### src/rtl/gcc_pkg.sv
package gcc_pkg;
  localparam int GEN_W    = 10;
  localparam int CODE_LEN = 1023;
  localparam int PRN_W    = 6;

  typedef enum logic [1:0] {
    ARM_EARLY = 2'd0,
    ARM_LATE  = 2'd1,
    ARM_EML   = 2'd2,
    ARM_EML2  = 2'd3
  } arm_mode_t;

  typedef struct packed {
    logic [GEN_W-1:0] g1;
    logic [GEN_W-1:0] g2;
  } gen_state_t;

  // returns {first G2 stage, second G2 stage}, stages numbered 1..10
  function automatic logic [7:0] tap_pair(input logic [PRN_W-1:0] prn);
    logic [7:0] t;
    case (prn)
      6'd2:  t = {4'd3, 4'd7};   6'd3:  t = {4'd4, 4'd8};   6'd4:  t = {4'd5, 4'd9};
      6'd5:  t = {4'd1, 4'd9};   6'd6:  t = {4'd2, 4'd10};  6'd7:  t = {4'd1, 4'd8};
      6'd8:  t = {4'd2, 4'd9};   6'd9:  t = {4'd3, 4'd10};  6'd10: t = {4'd2, 4'd3};
      6'd11: t = {4'd3, 4'd4};   6'd12: t = {4'd5, 4'd6};   6'd13: t = {4'd6, 4'd7};
      6'd14: t = {4'd7, 4'd8};   6'd15: t = {4'd8, 4'd9};   6'd16: t = {4'd9, 4'd10};
      6'd17: t = {4'd1, 4'd4};   6'd18: t = {4'd2, 4'd5};   6'd19: t = {4'd3, 4'd6};
      6'd20: t = {4'd4, 4'd7};   6'd21: t = {4'd5, 4'd8};   6'd22: t = {4'd6, 4'd9};
      6'd23: t = {4'd1, 4'd3};   6'd24: t = {4'd4, 4'd6};   6'd25: t = {4'd5, 4'd7};
      6'd26: t = {4'd6, 4'd8};   6'd27: t = {4'd7, 4'd9};   6'd28: t = {4'd8, 4'd10};
      6'd29: t = {4'd1, 4'd6};   6'd30: t = {4'd2, 4'd7};   6'd31: t = {4'd3, 4'd8};
      6'd32: t = {4'd4, 4'd9};   6'd33: t = {4'd5, 4'd10};  6'd34: t = {4'd4, 4'd10};
      6'd35: t = {4'd1, 4'd7};   6'd36: t = {4'd2, 4'd8};   6'd37: t = {4'd4, 4'd10};
      default: t = {4'd2, 4'd6};  // PRN 1 and every unlisted value
    endcase
    return t;
  endfunction

  // bit k holds stage k+1; a step shifts stage n into stage n+1
  function automatic logic [GEN_W-1:0] g1_step(input logic [GEN_W-1:0] s);
    return {s[GEN_W-2:0], s[2] ^ s[9]};
  endfunction

  function automatic logic [GEN_W-1:0] g2_step(input logic [GEN_W-1:0] s);
    return {s[GEN_W-2:0], s[1] ^ s[2] ^ s[5] ^ s[7] ^ s[8] ^ s[9]};
  endfunction

  function automatic logic chip_of(input gen_state_t st, input logic [7:0] taps);
    logic [3:0] ia;
    logic [3:0] ib;
    ia = taps[7:4] - 4'd1;
    ib = taps[3:0] - 4'd1;
    return st.g1[GEN_W-1] ^ st.g2[ia] ^ st.g2[ib];
  endfunction

  // chip 0 -> +1, chip 1 -> -1, two's complement in two bits
  function automatic logic [1:0] chip_sgn(input logic c);
    return c ? 2'b11 : 2'b01;
  endfunction

  function automatic logic [1:0] eml_val(input logic e, input logic l);
    if (e == l) return 2'b00;
    return e ? 2'b11 : 2'b01;
  endfunction
endpackage

### src/rtl/gcc_nco.sv
module gcc_nco #(
  parameter int ACC_W = 25
) (
  input  logic             clk,
  input  logic             rst_n,
  input  logic             clr,
  input  logic [ACC_W-1:0] incr,
  output logic             tick
);
  logic [ACC_W-1:0] acc_q;
  logic [ACC_W:0]   sum_w;

  assign sum_w = {1'b0, acc_q} + {1'b0, incr};
  assign tick  = sum_w[ACC_W];

  always_ff @(posedge clk) begin
    if (!rst_n)   acc_q <= '0;
    else if (clr) acc_q <= '0;
    else          acc_q <= sum_w[ACC_W-1:0];
  end

  // a carry leaves a residue smaller than the increment that caused it
  assert_acc_wrap_R2: assert property (@(posedge clk) disable iff (!rst_n)
    (tick && !clr) |=> (acc_q < $past(incr)));
endmodule

### src/rtl/gcc_gen.sv
module gcc_gen
  import gcc_pkg::*;
(
  input  logic       clk,
  input  logic       rst_n,
  input  logic       clr,
  input  logic       adv,
  input  logic [7:0] taps,
  output logic       chip,
  output gen_state_t state
);
  gen_state_t state_q;

  always_ff @(posedge clk) begin
    if (!rst_n || clr) begin
      state_q.g1 <= '1;
      state_q.g2 <= '1;
    end else if (adv) begin
      state_q.g1 <= g1_step(state_q.g1);
      state_q.g2 <= g2_step(state_q.g2);
    end
  end

  assign chip  = chip_of(state_q, taps);
  assign state = state_q;

  assert_lfsr_live_R3: assert property (@(posedge clk) disable iff (!rst_n)
    (state_q.g1 != '0) && (state_q.g2 != '0));
endmodule

### src/rtl/gcc_epoch.sv
module gcc_epoch #(
  parameter int LEN = 1023,
  localparam int IDX_W = $clog2(LEN)
) (
  input  logic             clk,
  input  logic             rst_n,
  input  logic             clr,
  input  logic             adv,
  output logic [IDX_W-1:0] idx,
  output logic             dump
);
  logic [IDX_W-1:0] idx_q;
  logic             dump_q;
  logic             last_w;

  assign last_w = (idx_q == IDX_W'(LEN - 1));

  always_ff @(posedge clk) begin
    if (!rst_n || clr) begin
      idx_q  <= '0;
      dump_q <= 1'b0;
    end else begin
      dump_q <= adv && last_w;
      if (adv) idx_q <= last_w ? '0 : idx_q + 1'b1;
    end
  end

  assign idx  = idx_q;
  assign dump = dump_q;

  assert_dump_single_R8: assert property (@(posedge clk) disable iff (!rst_n)
    dump_q |=> !dump_q);
endmodule

### src/rtl/gold_code_chan.sv
module gold_code_chan
  import gcc_pkg::*;
#(
  parameter int ACC_W = 25
) (
  input  logic             clk,
  input  logic             rst_n,
  input  logic [ACC_W-1:0] code_incr,
  input  logic [5:0]       prn_sel,
  input  logic [1:0]       arm_mode,
  output logic             prompt_chip,
  output logic [1:0]       arm_out,
  output logic             dump
);
  localparam int IDX_W = $clog2(CODE_LEN);

  logic [5:0]       prn_q;
  arm_mode_t        mode_q;
  logic             restart;
  logic             tick;
  logic             ph_q;
  logic             late_q;
  logic             adv_p;
  logic             adv_e;
  logic             early_chip;
  logic [7:0]       taps_w;
  logic [IDX_W-1:0] chip_idx;
  gen_state_t       p_state;
  gen_state_t       e_state;

  assign restart = (prn_sel != prn_q) || (arm_mode_t'(arm_mode) != mode_q);
  assign taps_w  = tap_pair(prn_q);
  assign adv_p   = tick && ph_q;
  assign adv_e   = tick && !ph_q;

  always_ff @(posedge clk) begin
    if (!rst_n) begin
      prn_q  <= 6'd1;
      mode_q <= ARM_EARLY;
      ph_q   <= 1'b0;
      late_q <= 1'b1;
    end else if (restart) begin
      prn_q  <= prn_sel;
      mode_q <= arm_mode_t'(arm_mode);
      ph_q   <= 1'b0;
      late_q <= 1'b1;
    end else if (tick) begin
      ph_q   <= ~ph_q;
      late_q <= prompt_chip;
    end
  end

  gcc_nco #(.ACC_W(ACC_W)) u_nco (
    .clk(clk), .rst_n(rst_n), .clr(restart), .incr(code_incr), .tick(tick)
  );

  gcc_gen u_prompt (
    .clk(clk), .rst_n(rst_n), .clr(restart), .adv(adv_p), .taps(taps_w),
    .chip(prompt_chip), .state(p_state)
  );

  gcc_gen u_early (
    .clk(clk), .rst_n(rst_n), .clr(restart), .adv(adv_e), .taps(taps_w),
    .chip(early_chip), .state(e_state)
  );

  gcc_epoch #(.LEN(CODE_LEN)) u_epoch (
    .clk(clk), .rst_n(rst_n), .clr(restart), .adv(adv_p),
    .idx(chip_idx), .dump(dump)
  );

  always_comb begin
    case (mode_q)
      ARM_EARLY: arm_out = chip_sgn(early_chip);
      ARM_LATE:  arm_out = chip_sgn(late_q);
      default:   arm_out = eml_val(early_chip, late_q);
    endcase
  end

  // on even tick parity the early arm has caught back up with prompt
  assert_half_chip_R5: assert property (@(posedge clk) disable iff (!rst_n)
    !ph_q |-> (e_state == p_state));

  assert_epoch_phase_R8: assert property (@(posedge clk) disable iff (!rst_n)
    dump |-> ((p_state == '1) && (chip_idx == '0)));

  assert_restart_zero_R9: assert property (@(posedge clk) disable iff (!rst_n)
    restart |=> ((chip_idx == '0) && !dump && prompt_chip));

  assert_arm_code_R7: assert property (@(posedge clk) disable iff (!rst_n)
    arm_out != 2'b10);
endmodule

### config.mk
export PLATFORM = sky130hd
export DESIGN_NAME = gold_code_chan
export DESIGN_NICKNAME = d
export VERILOG_FILES = /design/src/rtl/gcc_pkg.sv /design/src/rtl/gcc_nco.sv /design/src/rtl/gcc_gen.sv /design/src/rtl/gcc_epoch.sv /design/src/rtl/gold_code_chan.sv
export SDC_FILE = /design/constraint.sdc
export NUM_CORES = 1
export LEC_CHECK = 0
export ABC_AREA = 1
export ABC_CLOCK_PERIOD_IN_PS = 3400
export BUFFER_PORTS_ARGS = -buffer_cell sky130_fd_sc_hd__buf_2
export CAP_MARGIN = 5
export CORE_MARGIN = 8
export CORE_UTILIZATION = 40
export DETAILED_ROUTE_END_ITERATION = 7
export SYNTH_ARGS = -nofsm -noshare
export SYNTH_HDL_FRONTEND = slang
export SYNTH_SLANG_ARGS = --single-unit
### constraint.sdc
create_clock -name clk -period 3.4 [get_ports clk]
set_input_delay 0.17 -clock clk [delete_from_list [all_inputs] [get_ports clk]]
set_output_delay 0.17 -clock clk [all_outputs]
set_load 0.01 [all_outputs]
After elaboration in Yosys (flattened, before gate mapping)
Memory sizes are Yosys's and may differ from the RTL's. A register that Yosys moved wholly into a read port is not among the register bits. Index checks and enable logic that the tools add are counted. Widths: inputs -> output; s select.

Muxes and demuxes: 18. Reduce and logical (&&, ||, !) cells: 10. Magnitude comparators: 2. Equality and inequality tests: 5. Bitwise logic cells: 18. Add/subtract/negate cells: 4.

Operator list (count): $add 25x25->26 (1); $bmux 1 s4 (4); $xor 1x1->1 (16); $mux 6 (2); $add 10x1->10 const B (1); $eq 10x10->1 const B (1); $lt 4x5->1 const B (2); $mux 10 (1); $mux 2 (4); $sub 4x1->4 const B (2); $mux 1 (6); $ne 6x6->1 (1); $pmux 2 s2 (1); $reduce_or 2->1 (2); $logic_and 1x1->1 (3); $eq 2x1->1 const B (1); $logic_not 1->1 (2); $logic_not 2->1 (1); $logic_or 1x1->1 (2); $ne 2x2->1 (1); $not 1->1 (2); $eq 1x1->1 (1).

Output and inout bits: 4. Memories kept: 1. Bits in registers: 86. Input port bits: 35. ROM bits: 512.

Memory list: (no name shown) (depth 64, width 8, read ports 1, clocked after Yosys merged registers in 1, write ports 0, line gcc_pkg.sv:21) `case (prn)`.

Logic depth before layout (Yosys ltp)
Gate-level depths: netlist of the first run.

Depth after elaboration: 10. Gate-level depth with buffers: 15. Mapped depth without buffers: 14.

Modules after synthesis
From an unflattened synthesis of the first run, not the netlist that was laid out.

Cell total of the unflattened synthesis: 1087. Area total of the unflattened synthesis: 6652.6 um2.

By module, submodules not included: gcc_nco (area each 2561.2 um2, times used 1, cells an instance 471); gcc_gen (area each 1116.1 um2, times used 2, cells an instance 167); gold_code_chan (area each 1278.7 um2, times used 1, cells an instance 197); gcc_epoch (area each 580.6 um2, times used 1, cells an instance 85).

Least setup slack after synthesis of the first run
OpenSTA, ideal clock, no wires.

Kind: register -> output. Start point: reg, netlist name taps_w[4]. End point: out arm_out[0]. Buffers on the path: 1. Stages on the path, launching flop included: 13. Data required time: 3.230 ns. Path slack: 1.208 ns. Data arrival time: 2.022 ns. Path through: dfxtp_1 inv_1 clkbuf_1 ha_1 xnor2_1 nand2_1 o21ai_0 nand2_1 nand2_1 nand3b_1 and2_1 ha_1 nand2_1.

Cells in the longest elaborated chain, start to end: 10.

Ends and longest elaborated chain: $sub 4x1->4 (line gcc_pkg.sv:51) `ia = taps[7:4] - 4'd1;`; $bmux 1 s4 (line gcc_pkg.sv:53) `return st.g1[GEN_W-1] ^ st.g2[ia] ^ st.g2[ib];`; $mux 1 (not written as such) (line gcc_pkg.sv:53); $xor 1x1->1 (2 in series) (line gcc_pkg.sv:53); $eq 1x1->1 (line gcc_pkg.sv:62) `if (e == l) return 2'b00;`; $mux 1 (line gcc_pkg.sv:62); $mux 1 (line gold_code_chan.sv:73) `case (mode_q)`; $mux 2 (line gcc_pkg.sv:63) `return e ? 2'b11 : 2'b01;`; $pmux 2 s2 (line gold_code_chan.sv:73); end: declaration (line gold_code_chan.sv:12) `output logic [1:0] arm_out,`.

Every way passes these cells. The select of a mux whose other input is x is not followed.

Final worst setup path of the first run
Start point: reg, netlist name taps_w[4]. End point: out arm_out[0].

Cells in the longest elaborated chain, start to end: 10.

Ends and longest elaborated chain (line): $sub 4x1->4 (gcc_pkg.sv:51); $bmux 1 s4 (gcc_pkg.sv:53); $mux 1 (not written as such) (gcc_pkg.sv:53); $xor 1x1->1 (2 in series) (gcc_pkg.sv:53); $eq 1x1->1 (gcc_pkg.sv:62); $mux 1 (gcc_pkg.sv:62); $mux 1 (gold_code_chan.sv:73); $mux 2 (gcc_pkg.sv:63); $pmux 2 s2 (gold_code_chan.sv:73).

Every way passes these cells. The select of a mux whose other input is x is not followed.

==> impl_metrics.xml, run 1 <==
<?xml version="1.0" encoding="UTF-8"?>
<metrics>
  <group name="outcome">
    <metric name="outcome" unit="">complete, no violations</metric>
  </group>
  <group name="layout">
    <metric name="share_of_cells_above_drive_strength_1" unit="%">8.91</metric>
    <metric name="most-common-layout-cells" unit="">sky130_fd_sc_hd__nand2_1 (230), sky130_fd_sc_hd__dfxtp_1 (94), sky130_fd_sc_hd__nor2_1 (83)</metric>
    <metric name="post_layout_nonfiller_instances" unit="">1082</metric>
    <metric name="area_growth" unit="%">10.8</metric>
    <metric name="filler_cell_count" unit="">1476</metric>
    <metric name="n_antenna_cell" unit="">0</metric>
    <metric name="layout_commonest_cell" unit="">sky130_fd_sc_hd__nand2_1</metric>
    <metric name="finalInstanceArea" unit="sq um">6530</metric>
    <metric name="final_nets" unit="">967</metric>
  </group>
  <group name="setup_path">
    <metric name="critPathCaptureType" unit="">output port</metric>
    <metric name="setup.worst_path.class" unit="">flip-flop to output port</metric>
    <metric name="critPathLaunchType" unit="">flip-flop</metric>
    <metric name="timing.critical_path.required" unit="ns">3.23</metric>
    <metric name="crit_path_max_fanout" unit="">12</metric>
    <metric name="worst-endpoint-arrival" unit="ns">2.85</metric>
  </group>
  <group name="synthesis">
    <metric name="synth.ff_latch_count" unit="">94</metric>
    <metric name="postSynth.topFlopCell" unit="">sky130_fd_sc_hd__dfxtp_1</metric>
    <metric name="postSynthAreaPerCell" unit="sq um">6.81</metric>
    <metric name="yosys_warnings" unit="">0</metric>
    <metric name="synthTopCellsByArea" unit="">sky130_fd_sc_hd__dfxtp_1 (32%), sky130_fd_sc_hd__nand2_1 (15%), sky130_fd_sc_hd__ha_1 (8.1%)</metric>
    <metric name="synth-edff-count" unit="">0</metric>
    <metric name="yosysTopAreaCellShare" unit="%">31.9</metric>
    <metric name="yosysSeqAreaShare" unit="%">31.9</metric>
    <metric name="yosys.cell_types.count" unit="">48</metric>
    <metric name="syn_area" unit="sq um">5890</metric>
    <metric name="mappedNetlistNets" unit="">939</metric>
    <metric name="synthesis.instances" unit="">865</metric>
    <metric name="netlist.top_cell.by_area" unit="">sky130_fd_sc_hd__dfxtp_1</metric>
    <metric name="synth-async-reset-ratio" unit="%">0</metric>
  </group>
  <group name="placement">
    <metric name="dpl-instance-area" unit="sq um">6200</metric>
    <metric name="placed_instances" unit="">1066</metric>
    <metric name="io_buffers" unit="">38</metric>
    <metric name="gp_congestion" unit="">0.873</metric>
    <metric name="dpl.hpwl" unit="um">10500</metric>
  </group>
  <group name="route">
    <metric name="routed_vias" unit="">5479</metric>
    <metric name="route.detailed.wl_per_inst" unit="um">12.8</metric>
    <metric name="vias_per_cell" unit="">5.06</metric>
    <metric name="drt_pass1_iterations" unit="">6</metric>
    <metric name="drcViolationCount" unit="">0</metric>
    <metric name="totalWireLength" unit="um">13900</metric>
    <metric name="drt_iter0_markers" unit="">378</metric>
    <metric name="drt.antenna.violating_nets" unit="">0</metric>
  </group>
  <group name="clocking">
    <metric name="cts_made_buffers" unit="">9</metric>
    <metric name="clk_pin_slew" unit="ns">0.07</metric>
    <metric name="post-cts-setup-buffers" unit="">0</metric>
    <metric name="post_cts_hold_buffer_count" unit="">0</metric>
    <metric name="worst_skew_pair.late_latency" unit="ns">0.35</metric>
    <metric name="cts-resized-gates" unit="">0</metric>
    <metric name="cts_tree" unit="">yes</metric>
    <metric name="cts_root_buf" unit="">sky130_fd_sc_hd__clkbuf_16</metric>
    <metric name="ctsHtreeMaxLevel" unit="">3</metric>
    <metric name="clock_sinks" unit="">94</metric>
    <metric name="cts_max_path_buffers" unit="">2</metric>
  </group>
  <group name="die">
    <metric name="initial_utilization" unit="%">40.7</metric>
    <metric name="die_h" unit="um">137</metric>
    <metric name="die-width" unit="um">137</metric>
    <metric name="dieArea" unit="sq um">18900</metric>
    <metric name="design.core.area" unit="sq um">14500</metric>
    <metric name="floorplan.rows" unit="">44</metric>
    <metric name="pin_count" unit="">39</metric>
  </group>
  <group name="grt">
    <metric name="antenna_found_initial" unit="">0</metric>
    <metric name="tot_gr_track_use" unit="%">15.2</metric>
    <metric name="grt.overflow.total" unit="">0</metric>
    <metric name="grt_first_pass_wirelength" unit="um">23400</metric>
    <metric name="grt_start_max_net_pins" unit="">46</metric>
    <metric name="first_global_vias" unit="">4918</metric>
  </group>
  <group name="sta">
    <metric name="setup-violations-final" unit="">0</metric>
    <metric name="rsz0062_at_grt" unit="">no</metric>
    <metric name="finalClockSkew" unit="ns">0.00927</metric>
    <metric name="timing.final.hold_violations" unit="">0</metric>
    <metric name="period_minus_ws_final" unit="ns">3.02</metric>
    <metric name="final.setup.tns" unit="ns">0</metric>
    <metric name="max_slew_margin" unit="%">58.5</metric>
    <metric name="timing.final.max_slew_violations" unit="">0</metric>
    <metric name="post-route-period-util" unit="%">88.9</metric>
    <metric name="finalHoldWorstSlack" unit="ns">0.0218</metric>
    <metric name="maximum_frequency_from_static_timing_analysis" unit="GHz">0.331</metric>
    <metric name="worst_slew_pin_slew" unit="ns">0.617</metric>
  </group>
  <group name="pwr">
    <metric name="power-per-cell-area" unit="nW/um^2">407</metric>
    <metric name="switching_power" unit="W">0.000734</metric>
    <metric name="internal-power" unit="W">0.00192</metric>
    <metric name="vdd.ir_drop.worst" unit="uV">276</metric>
    <metric name="share_of_total_power_in_the_clock_network" unit="%">42.8</metric>
    <metric name="pwr-share-comb" unit="%">14.5</metric>
    <metric name="switching_share" unit="%">27.6</metric>
    <metric name="sequentialPowerShare" unit="%">42.7</metric>
    <metric name="power.static_leakage" unit="nW">3.16</metric>
  </group>
  <group name="flow_run">
    <metric name="timing.max_cap.violations" unit="">0</metric>
  </group>
  <group name="worst_hold_path">
    <metric name="min-delay-path-class" unit="">input pin to flip-flop</metric>
  </group>
</metrics>
## synth_stat cells, types with 7 or more instances
cell,n
sky130_fd_sc_hd__nand2_1,230
sky130_fd_sc_hd__dfxtp_1,94
sky130_fd_sc_hd__inv_1,83
sky130_fd_sc_hd__nor2_1,83
sky130_fd_sc_hd__nand3_1,74
sky130_fd_sc_hd__a21oi_1,58
sky130_fd_sc_hd__o21ai_0,52
sky130_fd_sc_hd__ha_1,38
sky130_fd_sc_hd__xnor2_1,20
sky130_fd_sc_hd__o211ai_1,13
sky130_fd_sc_hd__buf_2,11
sky130_fd_sc_hd__nor3_1,10
sky130_fd_sc_hd__xor2_1,10
sky130_fd_sc_hd__nand4_1,8
sky130_fd_sc_hd__o21a_1,7
## kinds of logic after synthesis
group | share of synthesized area, %
AOI/OAI and AO/OA | 16.6
buffers and inverters | 7.96
and+or+nand+nor | 30.7
DFF | 31.9
xor gates and xnor gates | 4.46
adders and majority gates | 8.41
## final cells by class
cell class                 count  area [sq um]  share of cell area (%)
inverter                      88           335                    5.13
clock buffer                   9           225                    3.45
timing repair buffer          41           213                    3.26
clock inverter                 7           104                    1.59
tap                          184           230                    3.52
sequential                    94          1880                    28.8
multi-input combinational    659          3540                    54.2
## power groups by stage
| stage | clock network [W] | registers [W] | logic, W |
|---|---|---|---|
| 3_5_place_dp | 0 | 0.00116 | 0.000389 |
| 3_3_place_gp | 0 | 0.00116 | 0.000389 |
| 6_report | 0.00114 | 0.00113 | 0.000386 |
| 4_1_cts | 0.00117 | 0.00113 | 0.000390 |
| 2_1_floorplan | 0 | 0.00115 | 0.000294 |
| 5_1_grt | 0.00121 | 0.00114 | 0.000438 |
## per-stage QoR
step | total power, W | worst slack [ns] | utilization (%)
CTS | 0.00269 | 0.382 | 45.1
floorplan | 0.00145 | 1.21 | -
global placement | 0.00155 | 0.826 | 42.8
global route | 0.00279 | 0.0999 | 45.1
detailed placement | 0.00155 | 0.761 | 42.8
finish | 0.00266 | 0.378 | 45.1
## routing by layer
layer / part of all wire [%] / routed length (um) / track usage, %
met1: 48 / 6700 / 19.8
met2: 46 / 6390 / 24.5
met3: 3.9 / 539 / 2.22
met4: 1.9 / 269 / 6.82
met5: 0 / 0 / 0
## final timing paths
path	depth (start not counted)	slack (ns)	end	start
max reg2reg	11	1.02	u_epoch.idx[1]	u_nco.acc_q[7]
min reg2reg	2	0.45	u_early.state[17]	u_early.state[16]
max	12	0.38	arm_out[0]	taps_w[4]
min	3	0.02	mode_q[0]	arm_mode[0]
## sequential cells by signal, indices dropped and copies added (netlist names), 2 cells and up
name	count
mode_q	2
prn_q	6
taps_w	8
u_early.state	20
u_epoch.idx	10
u_nco.acc_q	25
u_prompt.state	20
## critical path, cell delays in order (launching register included)
cell and delay (ns):
sky130_fd_sc_hd__dfxtp_1 0.49, sky130_fd_sc_hd__inv_1 0.24, sky130_fd_sc_hd__ha_1 0.29, sky130_fd_sc_hd__xnor2_1 0.27
sky130_fd_sc_hd__nand2_1 0.10, sky130_fd_sc_hd__o21ai_0 0.24, sky130_fd_sc_hd__nand2_1 0.09, sky130_fd_sc_hd__nand2_1 0.08
sky130_fd_sc_hd__nand3b_1 0.09, sky130_fd_sc_hd__and2_1 0.18, sky130_fd_sc_hd__ha_1 0.27, sky130_fd_sc_hd__nand2_1 0.04
sky130_fd_sc_hd__buf_2 0.13
(Power assumes the default switching activity.)
==> inputs of run 2 (changes only) <==
Settings changed: SYNTH_HIERARCHICAL set to 1.
==> impl_metrics.xml, run 2 <==
<?xml version="1.0" encoding="UTF-8"?>
<metrics>
  <group name="outcome">
    <metric name="outcome" unit="">complete, no violations</metric>
  </group>
  <group name="layout">
    <metric name="layout_commonest_cell" unit="">sky130_fd_sc_hd__nand2_1</metric>
    <metric name="filler_cell_count" unit="">1753</metric>
    <metric name="area_growth" unit="%">10.5</metric>
    <metric name="most-common-layout-cells" unit="">sky130_fd_sc_hd__nand2_1 (395), sky130_fd_sc_hd__inv_1 (171), sky130_fd_sc_hd__nand3_1 (135)</metric>
    <metric name="post_layout_nonfiller_instances" unit="">1350</metric>
    <metric name="share_of_cells_above_drive_strength_1" unit="%">9.29</metric>
    <metric name="regMostFlops" unit="">u_nco/acc_q</metric>
    <metric name="final_nets" unit="">1201</metric>
    <metric name="largest_register_ffs" unit="">25</metric>
    <metric name="n_antenna_cell" unit="">0</metric>
  </group>
  <group name="synthesis">
    <metric name="yosys.area_share.xor_xnor" unit="%">2.37</metric>
    <metric name="synth.ff_latch_count" unit="">94</metric>
    <metric name="yosys_warnings" unit="">6</metric>
    <metric name="synth.most_common_cell" unit="">sky130_fd_sc_hd__nand2_1</metric>
    <metric name="synthTopCellsByArea" unit="">sky130_fd_sc_hd__dfxtp_1 (28%), sky130_fd_sc_hd__nand2_1 (22%), sky130_fd_sc_hd__nand3_1 (10%)</metric>
    <metric name="synth_top_cells_by_count" unit="">sky130_fd_sc_hd__nand2_1 (395), sky130_fd_sc_hd__inv_1 (171), sky130_fd_sc_hd__nand3_1 (135), sky130_fd_sc_hd__dfxtp_1 (94), sky130_fd_sc_hd__nor2_1 (74)</metric>
    <metric name="postSynth.topFlopCell" unit="">sky130_fd_sc_hd__dfxtp_1</metric>
    <metric name="mappedNetlistNets" unit="">1163</metric>
    <metric name="netlist.top_cell.by_area" unit="">sky130_fd_sc_hd__dfxtp_1</metric>
    <metric name="syn_area" unit="sq um">6650</metric>
    <metric name="yosys-mux-area-fraction" unit="%">0</metric>
    <metric name="synth_compound_area_share" unit="%">6.92</metric>
    <metric name="combinational_family_with_the_most_area_after_synthesis" unit="">simple AND/OR/NAND/NOR gates</metric>
    <metric name="synthesis.instances" unit="">1087</metric>
    <metric name="synth-async-reset-ratio" unit="%">0</metric>
    <metric name="yosys.cell_types.count" unit="">40</metric>
    <metric name="yosysSeqAreaShare" unit="%">28.3</metric>
    <metric name="synth_simple_gate_area_share" unit="%">42.6</metric>
    <metric name="yosysTopAreaCellShare" unit="%">28.3</metric>
    <metric name="synth_adder_area_share" unit="%">7.82</metric>
    <metric name="synth-edff-count" unit="">0</metric>
    <metric name="postSynthAreaPerCell" unit="sq um">6.12</metric>
  </group>
  <group name="die">
    <metric name="dieArea" unit="sq um">21000</metric>
    <metric name="initial_utilization" unit="%">40.5</metric>
    <metric name="pin_count" unit="">39</metric>
    <metric name="die-width" unit="um">145</metric>
    <metric name="die_h" unit="um">145</metric>
    <metric name="design.core.area" unit="sq um">16400</metric>
    <metric name="floorplan.rows" unit="">47</metric>
  </group>
  <group name="clocking">
    <metric name="post_cts_hold_buffer_count" unit="">0</metric>
    <metric name="clk_pin_slew" unit="ns">0.07</metric>
    <metric name="ctsHtreeMaxLevel" unit="">3</metric>
    <metric name="clock_sinks" unit="">94</metric>
    <metric name="cts_max_path_buffers" unit="">2</metric>
    <metric name="cts_root_buf" unit="">sky130_fd_sc_hd__clkbuf_16</metric>
    <metric name="cts-resized-gates" unit="">0</metric>
    <metric name="post-cts-setup-buffers" unit="">0</metric>
    <metric name="cts_made_buffers" unit="">9</metric>
    <metric name="worst_skew_pair.late_latency" unit="ns">0.35</metric>
    <metric name="cts_tree" unit="">yes</metric>
  </group>
  <group name="route">
    <metric name="drt_pass1_iterations" unit="">5</metric>
    <metric name="vias_per_cell" unit="">4.75</metric>
    <metric name="routed_vias" unit="">6411</metric>
    <metric name="drcViolationCount" unit="">0</metric>
    <metric name="route.detailed.wl_per_inst" unit="um">12.0</metric>
    <metric name="drt.antenna.violating_nets" unit="">0</metric>
    <metric name="drt_iter0_markers" unit="">476</metric>
    <metric name="totalWireLength" unit="um">16100</metric>
  </group>
  <group name="setup_path">
    <metric name="timing.critical_path.required" unit="ns">3.23</metric>
    <metric name="worst-endpoint-arrival" unit="ns">2.74</metric>
    <metric name="crit_path_max_fanout" unit="">14</metric>
    <metric name="critPathCaptureType" unit="">output port</metric>
    <metric name="setup.worst_path.class" unit="">flip-flop to output port</metric>
    <metric name="critPathLaunchType" unit="">flip-flop</metric>
    <metric name="worst_r2r_start" unit="">u_nco/acc_q[8]</metric>
    <metric name="setup.worst_path.start" unit="">taps_w[4]</metric>
  </group>
  <group name="sta">
    <metric name="period_minus_ws_final" unit="ns">2.91</metric>
    <metric name="max_slew_margin" unit="%">49.3</metric>
    <metric name="post-route-period-util" unit="%">85.6</metric>
    <metric name="timing.final.hold_violations" unit="">0</metric>
    <metric name="rsz0062_at_grt" unit="">no</metric>
    <metric name="maximum_frequency_from_static_timing_analysis" unit="GHz">0.344</metric>
    <metric name="timing.final.max_slew_violations" unit="">0</metric>
    <metric name="setup-violations-final" unit="">0</metric>
    <metric name="worst_slew_pin_slew" unit="ns">0.758</metric>
    <metric name="final.setup.tns" unit="ns">0</metric>
    <metric name="finalClockSkew" unit="ns">0.0123</metric>
  </group>
  <group name="worst_hold_path">
    <metric name="worstHoldStart" unit="">arm_mode[1]</metric>
    <metric name="min-delay-path-class" unit="">input pin to flip-flop</metric>
  </group>
  <group name="grt">
    <metric name="tot_gr_track_use" unit="%">15.8</metric>
    <metric name="grt.overflow.total" unit="">0</metric>
    <metric name="first_global_vias" unit="">5882</metric>
    <metric name="grt_start_max_net_pins" unit="">23</metric>
    <metric name="antenna_found_initial" unit="">0</metric>
    <metric name="grt_first_pass_wirelength" unit="um">27900</metric>
  </group>
  <group name="placement">
    <metric name="placed_instances" unit="">1334</metric>
    <metric name="gp_congestion" unit="">0.866</metric>
    <metric name="io_buffers" unit="">38</metric>
    <metric name="dpl.hpwl" unit="um">12600</metric>
  </group>
  <group name="pwr">
    <metric name="vdd.ir_drop.worst" unit="uV">212</metric>
    <metric name="power.static_leakage" unit="nW">4.06</metric>
    <metric name="power-per-cell-area" unit="nW/um^2">357</metric>
  </group>
  <group name="flow_run">
    <metric name="timing.max_cap.violations" unit="">0</metric>
  </group>
</metrics>
-- run 2: changes by cell type in the layout (fill, tap and decap cells not counted), sizes merged, moves of 4 or more --
cell	delta
a21oi	-25
nand2	+175
nor4	-4
nor3	-6
o211ai	-8
o21a	-6
inv	+94
buf	+5
a21o	-4
xnor2	-9
o21ai	-31
nand3	+69
-- run 2: report_power, final --
group	internal (W)	switching, W
logic	0.000183	0.000317
registers	0.00112	0.0000139
clock network	0.000527	0.000468
total	0.00183	0.000799
-- run 2: area by class of cell --
cell class / instances / area (sq um) / share of cell area, %
Multi-Input combinational cell: 793 / 3970 / 54.1
Clock inverter: 6 / 50.0 / 0.681
Tap cell: 220 / 275 / 3.75
Inverter: 181 / 679 / 9.25
Timing Repair Buffer: 46 / 250 / 3.41
Sequential cell: 94 / 1880 / 25.6
Clock buffer: 10 / 239 / 3.25
-- run 2: worst paths after layout --
| path | endpoint | slack (ns) | depth (start not counted) |
|---|---|---|---|
| min | mode_q[1] | 0.04 | 3 |
| min reg2reg | u_early/state[17] | 0.47 | 2 |
| max | arm_out[1] | 0.49 | 14 |
| max reg2reg | u_epoch/idx[4] | 0.69 | 17 |
-- run 2: kinds of logic after synthesis --
logic type,after synthesis
buffers and inverters,200
AO/OA/AOI/OAI,80
XOR/XNOR,18
AND/OR/NAND/NOR,654
flip-flops,94
adder cells (fa/ha/maj),41
-- run 2: through the flow --
step | util, % | power, W | setup slack [ns] | hold WS (ns) | cell area (sq um)
2_1_floorplan | - | 0.00153 | 1.07 | 0.263 | 6650
3_3_place_gp | 43.0 | 0.00166 | 0.785 | 0.379 | 7060
3_5_place_dp | 43.0 | 0.00166 | 0.720 | 0.398 | 7060
4_1_cts | 44.8 | 0.00267 | 0.528 | 0.0248 | 7350
5_1_grt | 44.8 | 0.00278 | 0.152 | 0.0414 | 7350
6_report | 44.8 | 0.00263 | 0.491 | 0.0397 | 7350
-- run 2: worst max-delay path, stage by stage, from the launching register on --
cell	delay, ns
sky130_fd_sc_hd__dfxtp_1	0.31
sky130_fd_sc_hd__buf_4	0.19
sky130_fd_sc_hd__inv_2	0.10
sky130_fd_sc_hd__ha_1	0.35
sky130_fd_sc_hd__inv_1	0.07
sky130_fd_sc_hd__nand3_1	0.10
sky130_fd_sc_hd__nand3_2	0.09
sky130_fd_sc_hd__nand3_4	0.09
sky130_fd_sc_hd__nand2_2	0.05
sky130_fd_sc_hd__nand2_1	0.07
sky130_fd_sc_hd__nand3_1	0.07
sky130_fd_sc_hd__nand2_1	0.08
sky130_fd_sc_hd__o21ai_0	0.08
sky130_fd_sc_hd__o21ai_0	0.49
sky130_fd_sc_hd__buf_2	0.25
-- run 2: metal layers --
| layer | vias up | part of all wire, % | GRT usage [%] |
|---|---|---|---|
| li1 | 3468 | - | - |
| met1 | 2805 | 52 | 22.5 |
| met2 | 128 | 42 | 24.1 |
| met3 | 10 | 5.1 | 2.92 |
| met4 | 0 | 0.79 | 3.21 |
| met5 | - | 0 | 0 |
